$ cat src/rtl/smi_pkg.sv
// Package: shared constants and types for the SMI status register.
// Assumes an 8-bit register; bit positions are fixed by the host's decoding.
package smi_pkg;
    localparam int DATA_W    = 8;
    localparam int B_MOUSE   = 0;
    localparam int B_KBD     = 1;
    localparam int B_IR      = 2;
    localparam int B_DELAY   = 3;
    localparam int B_KBC     = 4;
    localparam int B_ABUS    = 5;
    localparam int B_ALARM   = 6;
    localparam int B_RSVD    = 7;
    localparam int LVL_CNT   = 4;

    // How a sticky bit is cleared by the host.
    typedef enum logic {
        CLR_ON_READ = 1'b0,
        CLR_ON_W1   = 1'b1
    } clr_policy_e;

    // Maps the index of a level-following source to its register bit.
    function automatic int lvl_bit(input int idx);
        case (idx)
            0:       lvl_bit = B_MOUSE;
            1:       lvl_bit = B_KBD;
            2:       lvl_bit = B_KBC;
            default: lvl_bit = B_ABUS;
        endcase
    endfunction
endpackage

$ cat src/rtl/smi_edge_sync.sv
// Module: synchronises an asynchronous line through STAGES flops, then flags
// any change between two consecutive synchronised samples.
// Assumes STAGES >= 2. The flag is a one-cycle pulse per change, STAGES cycles
// after the line moves.
module smi_edge_sync #(
    parameter int STAGES = 2
) (
    input  logic clk,
    input  logic rst_n,
    input  logic din,
    output logic edge_o
);
    logic [STAGES:0] shr_q;

    // Shift the line through the synchroniser plus one history flop.
    always_ff @(posedge clk) begin
        if (!rst_n) shr_q <= '0;
        else        shr_q <= {shr_q[STAGES-1:0], din};
    end

    // A change between the newest synchronised sample and the one before it.
    assign edge_o = shr_q[STAGES] ^ shr_q[STAGES-1];
endmodule

$ cat src/rtl/smi_status_bit.sv
// Module: one sticky status bit. A set event beats a clear on the same edge.
// POLICY picks the clear source: a read hit, or a write hit carrying a 1.
// Assumes rd_hit_i and wr_hit_i are already address-qualified.
module smi_status_bit #(
    parameter smi_pkg::clr_policy_e POLICY = smi_pkg::CLR_ON_READ
) (
    input  logic clk,
    input  logic rst_n,
    input  logic set_i,
    input  logic rd_hit_i,
    input  logic wr_hit_i,
    input  logic wdata_bit_i,
    output logic q_o
);
    logic clr;

    // Select the clear condition for the configured policy.
    assign clr = (POLICY == smi_pkg::CLR_ON_W1) ? (wr_hit_i & wdata_bit_i) : rd_hit_i;

    // Update the bit; a set takes priority so no event is lost.
    always_ff @(posedge clk) begin
        if (!rst_n)     q_o <= 1'b0;
        else if (set_i) q_o <= 1'b1;
        else if (clr)   q_o <= 1'b0;
    end

    // a set event always leaves the bit high.
    p_set_wins_r5: assert property (@(posedge clk) disable iff (!rst_n)
        set_i |=> q_o);

    // an uncontested clear always takes effect.
    p_clear_applies_r3: assert property (@(posedge clk) disable iff (!rst_n)
        (!set_i && ((POLICY == smi_pkg::CLR_ON_W1) ? (wr_hit_i && wdata_bit_i) : rd_hit_i)) |=> !q_o);

    // with neither event nor clear, the bit holds.
    p_hold_quiet_r6: assert property (@(posedge clk) disable iff (!rst_n)
        (!set_i && !((POLICY == smi_pkg::CLR_ON_W1) ? (wr_hit_i && wdata_bit_i) : rd_hit_i)) |=> $stable(q_o));
endmodule

$ cat src/rtl/smi_stat_reg.sv
// Module: SMI status register. It holds level-following bits, read-clear sticky
// bits and one write-1-clear alarm bit, and drives the SMI line from the alarm.
// Assumes every input except ir_rx is synchronous to clk. bus_rdata is
// combinational and valid while bus_rd is high.
module smi_stat_reg #(
    parameter int              ADDR_W    = 8,
    parameter logic [ADDR_W-1:0] STAT_ADDR = 8'h2C,
    parameter int              IR_SYNC   = 2
) (
    input  logic              clk,
    input  logic              rst_n,
    input  logic [ADDR_W-1:0] bus_addr,
    input  logic              bus_rd,
    input  logic              bus_wr,
    input  logic [7:0]        bus_wdata,
    output logic [7:0]        bus_rdata,
    input  logic              mouse_irq,
    input  logic              kbd_irq,
    input  logic              ir_rx,
    input  logic              delay_start,
    input  logic              kbc_pin,
    input  logic              abus_irq,
    input  logic              rtc_alarm,
    input  logic              alarm_en,
    output logic              smi_out
);
    import smi_pkg::*;

    logic                    sel, rd_hit, wr_hit, ir_edge;
    logic [LVL_CNT-1:0]      lvl_src, lvl_q;
    logic                    ir_q, delay_q, alarm_q;
    logic [DATA_W-1:0]       status;
    logic                    unused_wdata;

    // Address decode for the single register.
    assign sel    = (bus_addr == STAT_ADDR);
    assign rd_hit = bus_rd & sel;
    assign wr_hit = bus_wr & sel;
    assign unused_wdata = ^{bus_wdata[7], bus_wdata[5:0]};

    // Gather the level sources in index order.
    assign lvl_src = {abus_irq, kbc_pin, kbd_irq, mouse_irq};

    // Register the level sources so the register resets to zero.
    always_ff @(posedge clk) begin
        if (!rst_n) lvl_q <= '0;
        else        lvl_q <= lvl_src;
    end

    // Infrared edge detector behind a synchroniser.
    smi_edge_sync #(.STAGES(IR_SYNC)) u_ir_sync (
        .clk(clk), .rst_n(rst_n), .din(ir_rx), .edge_o(ir_edge)
    );

    // Infrared activity bit, cleared on read.
    smi_status_bit #(.POLICY(CLR_ON_READ)) u_ir_bit (
        .clk(clk), .rst_n(rst_n), .set_i(ir_edge), .rd_hit_i(rd_hit),
        .wr_hit_i(wr_hit), .wdata_bit_i(bus_wdata[B_IR]), .q_o(ir_q)
    );

    // Delay-start bit, cleared on read.
    smi_status_bit #(.POLICY(CLR_ON_READ)) u_delay_bit (
        .clk(clk), .rst_n(rst_n), .set_i(delay_start), .rd_hit_i(rd_hit),
        .wr_hit_i(wr_hit), .wdata_bit_i(bus_wdata[B_DELAY]), .q_o(delay_q)
    );

    // Alarm bit, cleared by writing a 1.
    smi_status_bit #(.POLICY(CLR_ON_W1)) u_alarm_bit (
        .clk(clk), .rst_n(rst_n), .set_i(rtc_alarm), .rd_hit_i(rd_hit),
        .wr_hit_i(wr_hit), .wdata_bit_i(bus_wdata[B_ALARM]), .q_o(alarm_q)
    );

    // Assemble the status word; level bits placed through the index map.
    always_comb begin
        status          = '0;
        for (int i = 0; i < LVL_CNT; i++) status[lvl_bit(i)] = lvl_q[i];
        status[B_IR]    = ir_q;
        status[B_DELAY] = delay_q;
        status[B_ALARM] = alarm_q;
        status[B_RSVD]  = 1'b0;
    end

    // Drive read data only during a read hit.
    assign bus_rdata = rd_hit ? status : '0;

    // SMI request from the enabled alarm bit.
    assign smi_out = alarm_q & alarm_en;

    // each level bit shows its source one cycle later.
    p_level_follow_r2: assert property (@(posedge clk) disable iff (!rst_n)
        1'b1 |=> (status[B_MOUSE] == $past(mouse_irq)) && (status[B_KBD] == $past(kbd_irq))
              && (status[B_KBC] == $past(kbc_pin)) && (status[B_ABUS] == $past(abus_irq)));

    // no SMI without the enable.
    p_smi_masked_r7: assert property (@(posedge clk) disable iff (!rst_n)
        !alarm_en |-> !smi_out);

    // the reserved bit never reads as 1.
    p_rsvd_zero_r8: assert property (@(posedge clk) disable iff (!rst_n)
        !bus_rdata[B_RSVD]);

    // the read bus is quiet while no read is in progress.
    p_idle_bus_r8: assert property (@(posedge clk) disable iff (!rst_n)
        !bus_rd |-> (bus_rdata == '0));
endmodule

$ cat config.mk
export PLATFORM = sky130hd
export DESIGN_NAME = smi_stat_reg
export DESIGN_NICKNAME = d
export VERILOG_FILES = /design/src/rtl/smi_pkg.sv /design/src/rtl/smi_edge_sync.sv /design/src/rtl/smi_status_bit.sv /design/src/rtl/smi_stat_reg.sv
export SDC_FILE = /design/constraint.sdc
export NUM_CORES = 1
export LEC_CHECK = 0
export BUFFER_PORTS_ARGS = -buffer_cell sky130_fd_sc_hd__buf_2
export CAP_MARGIN = 20
export CORE_AREA = 2 2 39 41
export CTS_CLUSTER_SIZE = 20
export DETAILED_ROUTE_END_ITERATION = 6
export DIE_AREA = 0 0 41 43
export GPL_ROUTABILITY_DRIVEN = 0
export PLACE_DENSITY = 0.7
export SLEW_MARGIN = 0
export SYNTH_ARGS = -nofsm -noshare
export SYNTH_HDL_FRONTEND = slang
export SYNTH_SLANG_ARGS = --single-unit
$ cat constraint.sdc
create_clock -name clk -period 1.5 [get_ports clk]
set_input_delay 0.15 -clock clk [delete_from_list [all_inputs] [get_ports clk]]
set_output_delay 0.15 -clock clk [all_outputs]
set_load 0.01 [all_outputs]
==> reports/results.tsv <==
stage	metric	value	unit
status	status	complete, no violations	
route	post-route ant nets	0	
setup_path	CP delay by family, top	simple AND/OR/NAND/NOR gates	
route	DR vias	395	
sta	count of final hold-check violations	0	
logic_synthesis	Post-Syn Area	414	um^2
logic_synthesis	flop and latch count out of synthesis	10	
logic_synthesis	Post-synth EDFFs	0	
setup_path	CP Capture Point	bus_rdata[2]	
setup_path	slowest CP cell	or4b_4	
route	DR iter-0 viols	3	
logic_synthesis	Avg Inst Size Synth	9.63	um^2
logic_synthesis	synth cell count leaders	and2_1, dfxtp_1, inv_1, o21ai_0	
logic_synthesis	sequential share of the synthesized area	0.483	
logic_synthesis	Synth Flop Type	dfxtp_1	
logic_synthesis	Yosys cell types	16	
die	Starting Density	0.299	
route	WL final	826	um
global_routing	met2 Track Usage GR	0.194	
setup_path	CP startpoint	bus_addr[0]	
global_routing	GR Layer Usage met1	0.121	
setup_path	R2R Setup Slk	700	ps
global_routing	vias in the first global route	404	
sta	clock skew	0.148	ps
setup_path	crit path DAT	1330	ps
layout	# fillers	149	
sta	Hold WS	81.9	ps
route	Vias per Instance	4.29	
layout	share of layout cells above drive strength 1	0.513	
sta	crit share post-route	0.986	
sta	Final Max Tran Viols	0	
logic_synthesis	warnings from Yosys	0	
layout	Layout Cells excl Fill	92	
logic_synthesis	syn nets	71	
power_and_ir_drop	Leak	0.337	nW
setup_path	Reg2Reg Depth	3	
route	DR pass1 iterations	2	
setup_path	number of cells on the critical path	6	
power_and_ir_drop	sw frac	0.208	
sta	Tmin final	1480	ps
setup_path	RR Startpoint	u_ir_sync.shr_q[1]$_SDFF_PN0_	
place	placed cells	88	
cts	cts bufs inserted	3	
sta	f_max	676	MHz
power_and_ir_drop	Switch Pwr	0.121	mW
global_routing	met3 Resource Use GR	0.0576	
setup_path	worst-path cell chain	buf_6, or4b_4, nor4_4, buf_4, and2_1, buf_2	
layout	Layout Nets	105	
die	die span in y	43	um
place	I/O Buffers	28	
global_routing	antenna violations before repair	0	
power_and_ir_drop	peak supply drop	0.480	mV
setup_path	Critical Path Max Stage Delay	540	ps
logic_synthesis	ranking of synthesized cells by area	dfxtp_1, and2_1, nor4_4, o21ai_0, or4b_4	
sta	setup violators final	0	
logic_synthesis	post-synth top area share	0.483	
layout	post-route cell area	642	um^2
route	DR WL/cell	8.98	um
setup_path	crit end category	primary output	
cts	Skew-Pair Late Insertion Delay	260	ps
logic_synthesis	asr flop ratio synth	0	
setup_path	Worst Path Required	1350	ps
cts	Clock transition at path regs	70	ps
place	Placement Cell Area	582	um^2
global_routing	busiest metal layer after global routing	met2	
min_path	worst min-delay path class	input pin to register	
setup_path	Setup Crit Path Kind	input pin to primary output	
die	site row count	14	
route	# DRC	0	
layout	area grow syn2layout	55.0	%
power_and_ir_drop	Int Pwr	0.461	mW
setup_path	crit-path max FO	7	
min_path	WHS Path Cells	2	
power_and_ir_drop	Power Total	0.582	mW
global_routing	gr ovfl total	0	
die	core area	1380	um^2
cts	H-tree lvl count	1	
power_and_ir_drop	pwr dens	906	nW/um^2
cts	TritonCTS clock tree	done	
die	die width	41	um
logic_synthesis	Mapped Cells	43	
die	full die area	1760	um^2
power_and_ir_drop	combinational share of power	0.096	
global_routing	largest net degree at the start of global routing	11	
power_and_ir_drop	Seq pwr share	0.490	
cts	hold-fix buffers at CTS	0	
die	IO Pins	37	
logic_synthesis	most frequent cell after synthesis	and2_1	
power_and_ir_drop	clock share of power	0.414	
cts	CTS sink cnt	10	
logic_synthesis	leading area contributor after synthesis	dfxtp_1	
setup_path	Buf/Inv on CP	3	
layout	diodes inserted	0	
cts	Clock Tree Root	clkbuf_4	
global_routing	gr usage total	0.120	
cts	maximum buffer depth of the clock tree	2	
global_routing	first-pass GRT wire length	1420	um
setup_path	reg2reg end	u_ir_bit.q_o$_SDFFE_PN0P_	
sta	RSZ-0062 raised after global routing	true	
setup_path	Worst Setup Start Kind	input pin	
run	Max Cap Viol	0	
[area by class of cell]
class / count / area (um^2) / area share
Sequential cell: 10 / 200 / 0.312
Multi-Input combinational cell: 29 / 200 / 0.312
Timing Repair Buffer: 30 / 174 / 0.271
Clock buffer: 4 / 36.3 / 0.0565
Tap cell: 16 / 20.0 / 0.0312
Inverter: 3 / 11.3 / 0.0175
[worst register-to-register path: stages, from the launching register on]
cell and delay (ps):
dfxtp_1 320, xor2_1 170, o21ai_0 160, a21oi_1 60
[flip-flops by register name, summed over array words and instances (netlist names)]
signal           flops
lvl_q                4
u_ir_sync.shr_q      3
u_alarm_bit.q_o      1
u_delay_bit.q_o      1
u_ir_bit.q_o         1
[routing by layer]
layer | vias up | part of all wire
met3 | 0 | 0.12
met1 | 174 | 0.36
met5 | - | 0
li1 | 203 | -
met2 | 18 | 0.52
met4 | 0 | 0
[through the flow]
stage / utilization / TNS [ps] / worst slack [ps]
5_1_grt: 0.464 / -289 / -57.2
3_5_place_dp: 0.420 / -798 / -120
3_3_place_gp: 0.420 / -762 / -116
4_1_cts: 0.464 / 0 / 0.181
6_report: 0.464 / 0 / 21.1
2_1_floorplan: - / 0 / 126
[cell usage in the layout (no fill, tap or decap), drive strengths merged]
cell / Yosys / layout
clkbuf: 0 / 4
xor2: 1 / 1
inv: 3 / 3
a21oi: 1 / 1
a41oi: 1 / 1
nor2: 1 / 1
dfxtp: 10 / 10
or4b: 1 / 1
a31oi: 1 / 1
nor3: 1 / 1
or2: 1 / 1
nand2: 1 / 1
nor4: 1 / 1
and2: 15 / 15
o21ai: 3 / 3
conb: 1 / 1
buf: 1 / 30
[kinds of logic after synthesis]
family                    count (synthesis)  synth area share
AOI/OAI and AO/OA                         6            0.0846
xor gates and xnor gates                  1            0.0212
buffers and inverters                     4            0.0453
DFF                                      10             0.483
other                                     1           0.00905
and+or+nand+nor                          21             0.356
[power by group through the flow]
stage	combinational (mW)	clock, mW	sequential (mW)
floorplan	0.0260	0	0.289
global placement	0.0530	0	0.290
detailed placement	0.0550	0	0.291
CTS	0.0571	0.251	0.285
global route	0.0647	0.260	0.287
finish	0.0559	0.241	0.285
[worst min-delay path by stage]
stage             from                             to  slack, ps
6_report       kbc_pin            lvl_q[2]$_SDFF_PN0_         80
5_1_grt          ir_rx  u_ir_sync.shr_q[0]$_SDFF_PN0_         90
4_1_cts         bus_rd   u_delay_bit.q_o$_SDFFE_PN0P_         80
3_5_place_dp   kbc_pin            lvl_q[2]$_SDFF_PN0_        350
3_3_place_gp   kbc_pin            lvl_q[2]$_SDFF_PN0_        350
2_1_floorplan   bus_rd   u_delay_bit.q_o$_SDFFE_PN0P_        260
[timing repair]
action	CTS	global route
endpoints found under the hold margin	0	0
resized for setup	5	0
pin swaps	3	2
setup endpoints to repair	7	7
setup buffers	0	0
No activity file was read; power rests on OpenSTA's default activity.
